$ cat config.mk
export PLATFORM = sky130hd
export DESIGN_NAME = alu_flag_unit
export DESIGN_NICKNAME = d
export VERILOG_FILES = /design/src/rtl/alu_flag_pkg.sv /design/src/rtl/alu_core.sv /design/src/rtl/flag_eval.sv /design/src/rtl/flag_reg.sv /design/src/rtl/alu_flag_unit.sv
export SDC_FILE = /design/constraint.sdc
export NUM_CORES = 1
export LEC_CHECK = 0
export ABC_AREA = 1
export BUFFER_PORTS_ARGS = -buffer_cell sky130_fd_sc_hd__buf_4
export CORE_MARGIN = 2
export CORE_UTILIZATION = 40
export DETAILED_ROUTE_END_ITERATION = 6
export PLACE_DENSITY = 0.63
export SLEW_MARGIN = 30
export SYNTH_ARGS = -nofsm -noshare
export SYNTH_HDL_FRONTEND = slang
export SYNTH_SLANG_ARGS = --single-unit
$ cat constraint.sdc
create_clock -name clk_i -period 3.01 [get_ports clk_i]
set_input_delay 0.602 -clock clk_i [delete_from_list [all_inputs] [get_ports clk_i]]
set_output_delay 0.602 -clock clk_i [all_outputs]
set_load 0.005 [all_outputs]
$ cat src/rtl/alu_flag_pkg.sv
package alu_flag_pkg;
  localparam int unsigned STAT_W = 6;
  localparam int unsigned CTL_W  = 3;
  localparam int unsigned FLAG_W = STAT_W + CTL_W;

  typedef enum logic [2:0] {
    OP_ADD = 3'd0, OP_ADC = 3'd1, OP_SUB = 3'd2, OP_SBB = 3'd3,
    OP_AND = 3'd4, OP_OR  = 3'd5, OP_XOR = 3'd6, OP_MOV = 3'd7
  } alu_op_e;

  typedef enum logic [1:0] {
    CLS_ALU = 2'd0, CLS_XFER = 2'd1, CLS_CTRL = 2'd2, CLS_RSVD = 2'd3
  } op_cls_e;

  // bit 0 is carry
  typedef struct packed {
    logic ovf;
    logic sign;
    logic zero;
    logic aux;
    logic par;
    logic cy;
  } stat_t;
endpackage

$ cat src/rtl/alu_core.sv
module alu_core
  import alu_flag_pkg::*;
#(
  parameter int unsigned DATA_W   = 16,
  parameter int unsigned NARROW_W = 8,
  parameter int unsigned NIB_W    = 4
) (
  input  alu_op_e             op_i,
  input  logic                wide_i,
  input  logic [DATA_W-1:0]   a_i,
  input  logic [DATA_W-1:0]   b_i,
  input  logic                cin_i,
  output logic [DATA_W-1:0]   res_o,
  output logic                cy_o,
  output logic                aux_o,
  output logic                ovf_o
);
  localparam int unsigned HI_W = DATA_W - NARROW_W;

  logic [DATA_W-1:0] mask, a_m, b_m;
  logic [DATA_W:0]   ext, ci_w;
  logic [NIB_W:0]    nib, ci_n;
  logic              sub_op, arith_op, ci;
  logic              sa, sb, sr, ovf_add, ovf_sub;
  logic [DATA_W-1:0] arith_res;

  assign mask     = wide_i ? {DATA_W{1'b1}} : {{HI_W{1'b0}}, {NARROW_W{1'b1}}};
  assign a_m      = a_i & mask;
  assign b_m      = b_i & mask;
  assign sub_op   = (op_i == OP_SUB) || (op_i == OP_SBB);
  assign arith_op = (op_i == OP_ADD) || (op_i == OP_ADC) || sub_op;
  assign ci       = ((op_i == OP_ADC) || (op_i == OP_SBB)) & cin_i;
  assign ci_w     = {{DATA_W{1'b0}}, ci};
  assign ci_n     = {{NIB_W{1'b0}}, ci};

  always_comb begin
    if (sub_op) begin
      ext = {1'b0, a_m} - {1'b0, b_m} - ci_w;
      nib = {1'b0, a_m[NIB_W-1:0]} - {1'b0, b_m[NIB_W-1:0]} - ci_n;
    end else begin
      ext = {1'b0, a_m} + {1'b0, b_m} + ci_w;
      nib = {1'b0, a_m[NIB_W-1:0]} + {1'b0, b_m[NIB_W-1:0]} + ci_n;
    end
  end

  assign arith_res = ext[DATA_W-1:0] & mask;
  assign sa      = wide_i ? a_m[DATA_W-1] : a_m[NARROW_W-1];
  assign sb      = wide_i ? b_m[DATA_W-1] : b_m[NARROW_W-1];
  assign sr      = wide_i ? arith_res[DATA_W-1] : arith_res[NARROW_W-1];
  assign ovf_add = (sa == sb) && (sr != sa);
  assign ovf_sub = (sa != sb) && (sr != sa);

  always_comb begin
    unique case (op_i)
      OP_AND:  res_o = a_m & b_m;
      OP_OR:   res_o = a_m | b_m;
      OP_XOR:  res_o = a_m ^ b_m;
      OP_MOV:  res_o = b_m;
      default: res_o = arith_res;
    endcase
  end

  // logic and move clear carry, aux and overflow
  assign cy_o  = arith_op & (wide_i ? ext[DATA_W] : ext[NARROW_W]);
  assign aux_o = arith_op & nib[NIB_W];
  assign ovf_o = arith_op & (sub_op ? ovf_sub : ovf_add);
endmodule

$ cat src/rtl/flag_eval.sv
module flag_eval #(
  parameter int unsigned DATA_W   = 16,
  parameter int unsigned NARROW_W = 8,
  parameter int unsigned PAR_W    = 8
) (
  input  logic [DATA_W-1:0] res_i,
  input  logic              wide_i,
  output logic              par_o,
  output logic              zero_o,
  output logic              sign_o
);
  assign par_o  = ~(^res_i[PAR_W-1:0]);
  assign zero_o = (res_i == '0);
  assign sign_o = wide_i ? res_i[DATA_W-1] : res_i[NARROW_W-1];
endmodule

$ cat src/rtl/flag_reg.sv
module flag_reg
  import alu_flag_pkg::*;
(
  input  logic             clk_i,
  input  logic             rst_ni,
  input  logic             upd_i,
  input  stat_t            stat_i,
  input  logic [CTL_W-1:0] set_i,
  input  logic [CTL_W-1:0] clr_i,
  output stat_t            stat_o,
  output logic [CTL_W-1:0] ctl_o
);
  always_ff @(posedge clk_i or negedge rst_ni) begin
    if (!rst_ni)    stat_o <= '0;
    else if (upd_i) stat_o <= stat_i;
  end

  for (genvar k = 0; k < CTL_W; k++) begin : g_ctl
    always_ff @(posedge clk_i or negedge rst_ni) begin
      if (!rst_ni)       ctl_o[k] <= 1'b0;
      else if (clr_i[k]) ctl_o[k] <= 1'b0;
      else if (set_i[k]) ctl_o[k] <= 1'b1;
    end
  end
endmodule

$ cat src/rtl/alu_flag_unit.sv
module alu_flag_unit
  import alu_flag_pkg::*;
#(
  parameter int unsigned DATA_W   = 16,
  parameter int unsigned NARROW_W = 8
) (
  input  logic                      clk_i,
  input  logic                      rst_ni,
  input  logic                      valid_i,
  input  logic [2:0]                op_i,
  input  logic [1:0]                cls_i,
  input  logic                      wide_i,
  input  logic [DATA_W-1:0]         a_i,
  input  logic [DATA_W-1:0]         b_i,
  input  logic [CTL_W-1:0]          ctl_set_i,
  input  logic [CTL_W-1:0]          ctl_clr_i,
  output logic                      valid_o,
  output logic [DATA_W-1:0]         result_o,
  output logic [FLAG_W-1:0]         flags_o
);
  alu_op_e           op;
  logic [DATA_W-1:0] res;
  logic              cy, aux, ovf, par, zero, sign, upd;
  stat_t             stat_d, stat_q;
  logic [CTL_W-1:0]  ctl_q;

  assign op = alu_op_e'(op_i);

  alu_core #(.DATA_W(DATA_W), .NARROW_W(NARROW_W)) u_core (
    .op_i   (op),
    .wide_i (wide_i),
    .a_i    (a_i),
    .b_i    (b_i),
    .cin_i  (stat_q.cy),
    .res_o  (res),
    .cy_o   (cy),
    .aux_o  (aux),
    .ovf_o  (ovf)
  );

  flag_eval #(.DATA_W(DATA_W), .NARROW_W(NARROW_W), .PAR_W(NARROW_W)) u_eval (
    .res_i  (res),
    .wide_i (wide_i),
    .par_o  (par),
    .zero_o (zero),
    .sign_o (sign)
  );

  assign upd    = valid_i && (op_cls_e'(cls_i) == CLS_ALU) && (op != OP_MOV);
  assign stat_d = '{ovf: ovf, sign: sign, zero: zero, aux: aux, par: par, cy: cy};

  flag_reg u_flags (
    .clk_i  (clk_i),
    .rst_ni (rst_ni),
    .upd_i  (upd),
    .stat_i (stat_d),
    .set_i  (ctl_set_i),
    .clr_i  (ctl_clr_i),
    .stat_o (stat_q),
    .ctl_o  (ctl_q)
  );

  always_ff @(posedge clk_i or negedge rst_ni) begin
    if (!rst_ni) begin
      valid_o  <= 1'b0;
      result_o <= '0;
    end else begin
      valid_o <= valid_i;
      if (valid_i) result_o <= res;
    end
  end

  assign flags_o = {ctl_q, stat_q};
endmodule

==> flow_summary.json <==
{
  "post-route-min-period_ns": 3.07,
  "finalInstanceArea_sq_mm": 0.00620,
  "cp_max_fo": 4,
  "grt_pass1_vias": 5008,
  "status": "complete, but fails checks",
  "gp_congestion": 0.932,
  "relSlewSlack_pct": 57.5,
  "path_cells": "buf_8 > clkinv_8 > nand3_4 > inv_2 > fa_2 > inv_2 > fa_2 > nand3b_1 > nand2_2 > buf_4 > buf_4 > buf_4 > buf_4 > buf_4 > buf_4 > buf_4 > buf_4 > buf_4 > buf_4 > o211ai_1 > nand2_1",
  "worst_slack_ns": -0.0592,
  "final_cells": 1035,
  "maxSlewViolCount": 0,
  "drt-initial-drc-count": 346,
  "layout_commonest_cell": "nand2_1",
  "crit_start": "op_i[2]",
  "syn_nets": 827,
  "synthCells": 710,
  "synth_cell_types": 48,
  "cpMostUsedCell": "buf_4",
  "drt-pass1-iter-count": 7,
  "netlist_area_sq_mm": 0.00439,
  "drv_cap": 0,
  "worstSetupStartpointType": "input pin",
  "syn_area_per_cell_sq_um": 6.18,
  "worst_path_max_delay_cell": "fa_2",
  "vias": 5211,
  "place_hpwl_microns": 12800,
  "floorplan.initialDensity_pct": 40.8,
  "synthArstFlopShare_pct": 100,
  "violations": "negative setup slack",
  "die_area_sq_mm": 0.0118,
  "ys_ff_latch": 26,
  "yosysSeqAreaShare_pct": 14.8,
  "rr_worst_depth": 19,
  "clockBufferDepth": 2,
  "final_cell_mix": "nand2_1 (206), buf_4 (193), inv_1 (125)",
  "arrival_ns": 3.23,
  "grt_antenna_before_repair": 0,
  "dpl-instance-area_sq_mm": 0.00585,
  "end_kind": "flop",
  "skew_ns": 0.00289,
  "core_area_sq_mm": 0.0107,
  "crit_type": "input pin to flop",
  "p_leak_uw": 0.00354,
  "cp_top_family": "buffers and inverters",
  "die_x_microns": 109,
  "max_freq_ghz": 0.326,
  "power_density_mw_per_mm2": 323,
  "cts_inserted_buffers": 3,
  "drive_gt1_share_pct": 29.5,
  "hold_violations": 0,
  "path_clk_slew_ns": 0.09,
  "synth-main-ff-cell": "dfrtp_1",
  "critPathMaxStageDelay_ns": 0.37,
  "worst-path-buf-inv": 14,
  "ctsRootBufferMaster": "clkbuf_8",
  "setup_tns_ns": -0.132,
  "rsz0062_at_grt": "yes",
  "finish.net_count": 1013,
  "fin_util_pct": 57.7,
  "cp.required_ns": 3.17,
  "worst_skew_pair.late_latency_ns": 0.27,
  "grt_max_degree": 27,
  "hold_class": "input pin to asynchronous set/reset pin",
  "n_antenna_cell": 0,
  "grt_pass1_wl_microns": 24400,
  "drt-wirelength-per-cell_microns": 14.9,
  "fin_crit_sh_pct": 102,
  "r2r-end": "u_flags.stat_o[2]$_DFFE_PN0P_",
  "peakVddDrop_mv": 0.201,
  "ios": 73,
  "yosys_warnings": 0,
  "rrSetupSlack_ns": -0.04,
  "numClockSinks": 26,
  "synth_edf_count": 0,
  "portBuffers": 72,
  "routed_via_density": 5.03,
  "gr-total-overflow": 0,
  "drc": 0,
  "tightest_slew_ns": 0.635,
  "dp_cells": 1013,
  "h-tree-depth": 1,
  "totalWireLength_microns": 15400,
  "area_delta_synth_final_pct": 41.3,
  "num_rows": 38,
  "reg2reg_from": "u_flags.stat_o[0]$_DFFE_PN0P_",
  "ant_nets": 0,
  "hold_buffers": 0,
  "grt_usage_pct": 26.3,
  "cts_tree": "yes",
  "fillers": 1062,
  "die_y_microns": 109,
  "setup_viol": 3
}
-- through the flow --
stage / total power, uW / hold WS [ns] / setup slack (ns)
after CTS: 1960 / 0.234 / -0.0192
after global routing: 2160 / 0.238 / -0.193
after global placement: 1580 / 0.471 / -0.279
after floorplan: 1070 / 0.306 / -0.0879
final: 2000 / 0.224 / -0.0592
after detailed placement: 1600 / 0.478 / -0.398
-- cell usage after synthesis (all sizes together), types with 5 or more instances --
cell type / n / share of area (%)
xnor2: 5 / 1.0
a21oi: 32 / 3.7
o22ai: 11 / 1.6
o21ai: 38 / 4.6
dfrtp: 26 / 15
nand2: 219 / 19
a31oi: 5 / 0.71
nor3: 6 / 0.80
ha: 66 / 19
nand4: 6 / 0.86
inv: 135 / 12
nor2: 55 / 5.2
nand3: 59 / 7.2
buf: 10 / 1.9
a221oi: 7 / 2.0
-- cell type report --
type / instances / area, sq um / area share (%)
clock inverter: 1 / 30.0 / 0.485
tap: 140 / 175 / 2.83
timing repair buffer: 194 / 1460 / 23.6
clock buffer: 3 / 41.3 / 0.666
multi-input combinational: 535 / 3310 / 53.4
sequential: 26 / 651 / 10.5
inverter: 136 / 526 / 8.48
-- state kept, by name (all words and copies together), names as in the netlist --
| name | count |
|---|---|
| u_flags.stat_o | 6 |
| valid_o | 1 |
| result_o | 16 |
| u_flags.ctl_o | 3 |
-- layer usage --
| metal | share of wire [%] | global-route usage (%) | vias up |
|---|---|---|---|
| li1 | - | - | 2646 |
| met1 | 44 | 34.1 | 2350 |
| met2 | 47 | 45.7 | 179 |
| met3 | 5.2 | 2.51 | 36 |
| met4 | 3.4 | 9.07 | 0 |
| met5 | 0 | 0 | - |
-- worst max-delay path by stage --
stage	cells after the start	end
finish	21	u_flags.stat_o[2]$_DFFE_PN0P_
floorplan	22	u_flags.stat_o[3]$_DFFE_PN0P_
CTS	20	u_flags.stat_o[3]$_DFFE_PN0P_
global placement	24	u_flags.stat_o[3]$_DFFE_PN0P_
global route	22	u_flags.stat_o[3]$_DFFE_PN0P_
detailed placement	24	u_flags.stat_o[3]$_DFFE_PN0P_
-- logic make-up after synthesis --
family,count (synthesis),synth area share (%)
adders and majority gates,70,20.7
buffers and inverters,149,13.8
AOI/OAI and AO/OA,106,15.0
DFF,26,14.8
xor gates and xnor gates,7,1.40
and+or+nand+nor,352,34.3
-- timing repair --
item	4_1_cts	5_1_grt
gates cloned	0	0
setup endpoints to repair	2	4
resized for setup	19	13
buffers inserted	16	4
pin swaps	11	26
-- where the power goes --
group | switching, uW | internal [uW] | total, uW
sequential | 31.4 | 400 | 431
clock | 106 | 178 | 284
combinational | 682 | 602 | 1280
Note: power is estimated with default switching activity, not from simulation.
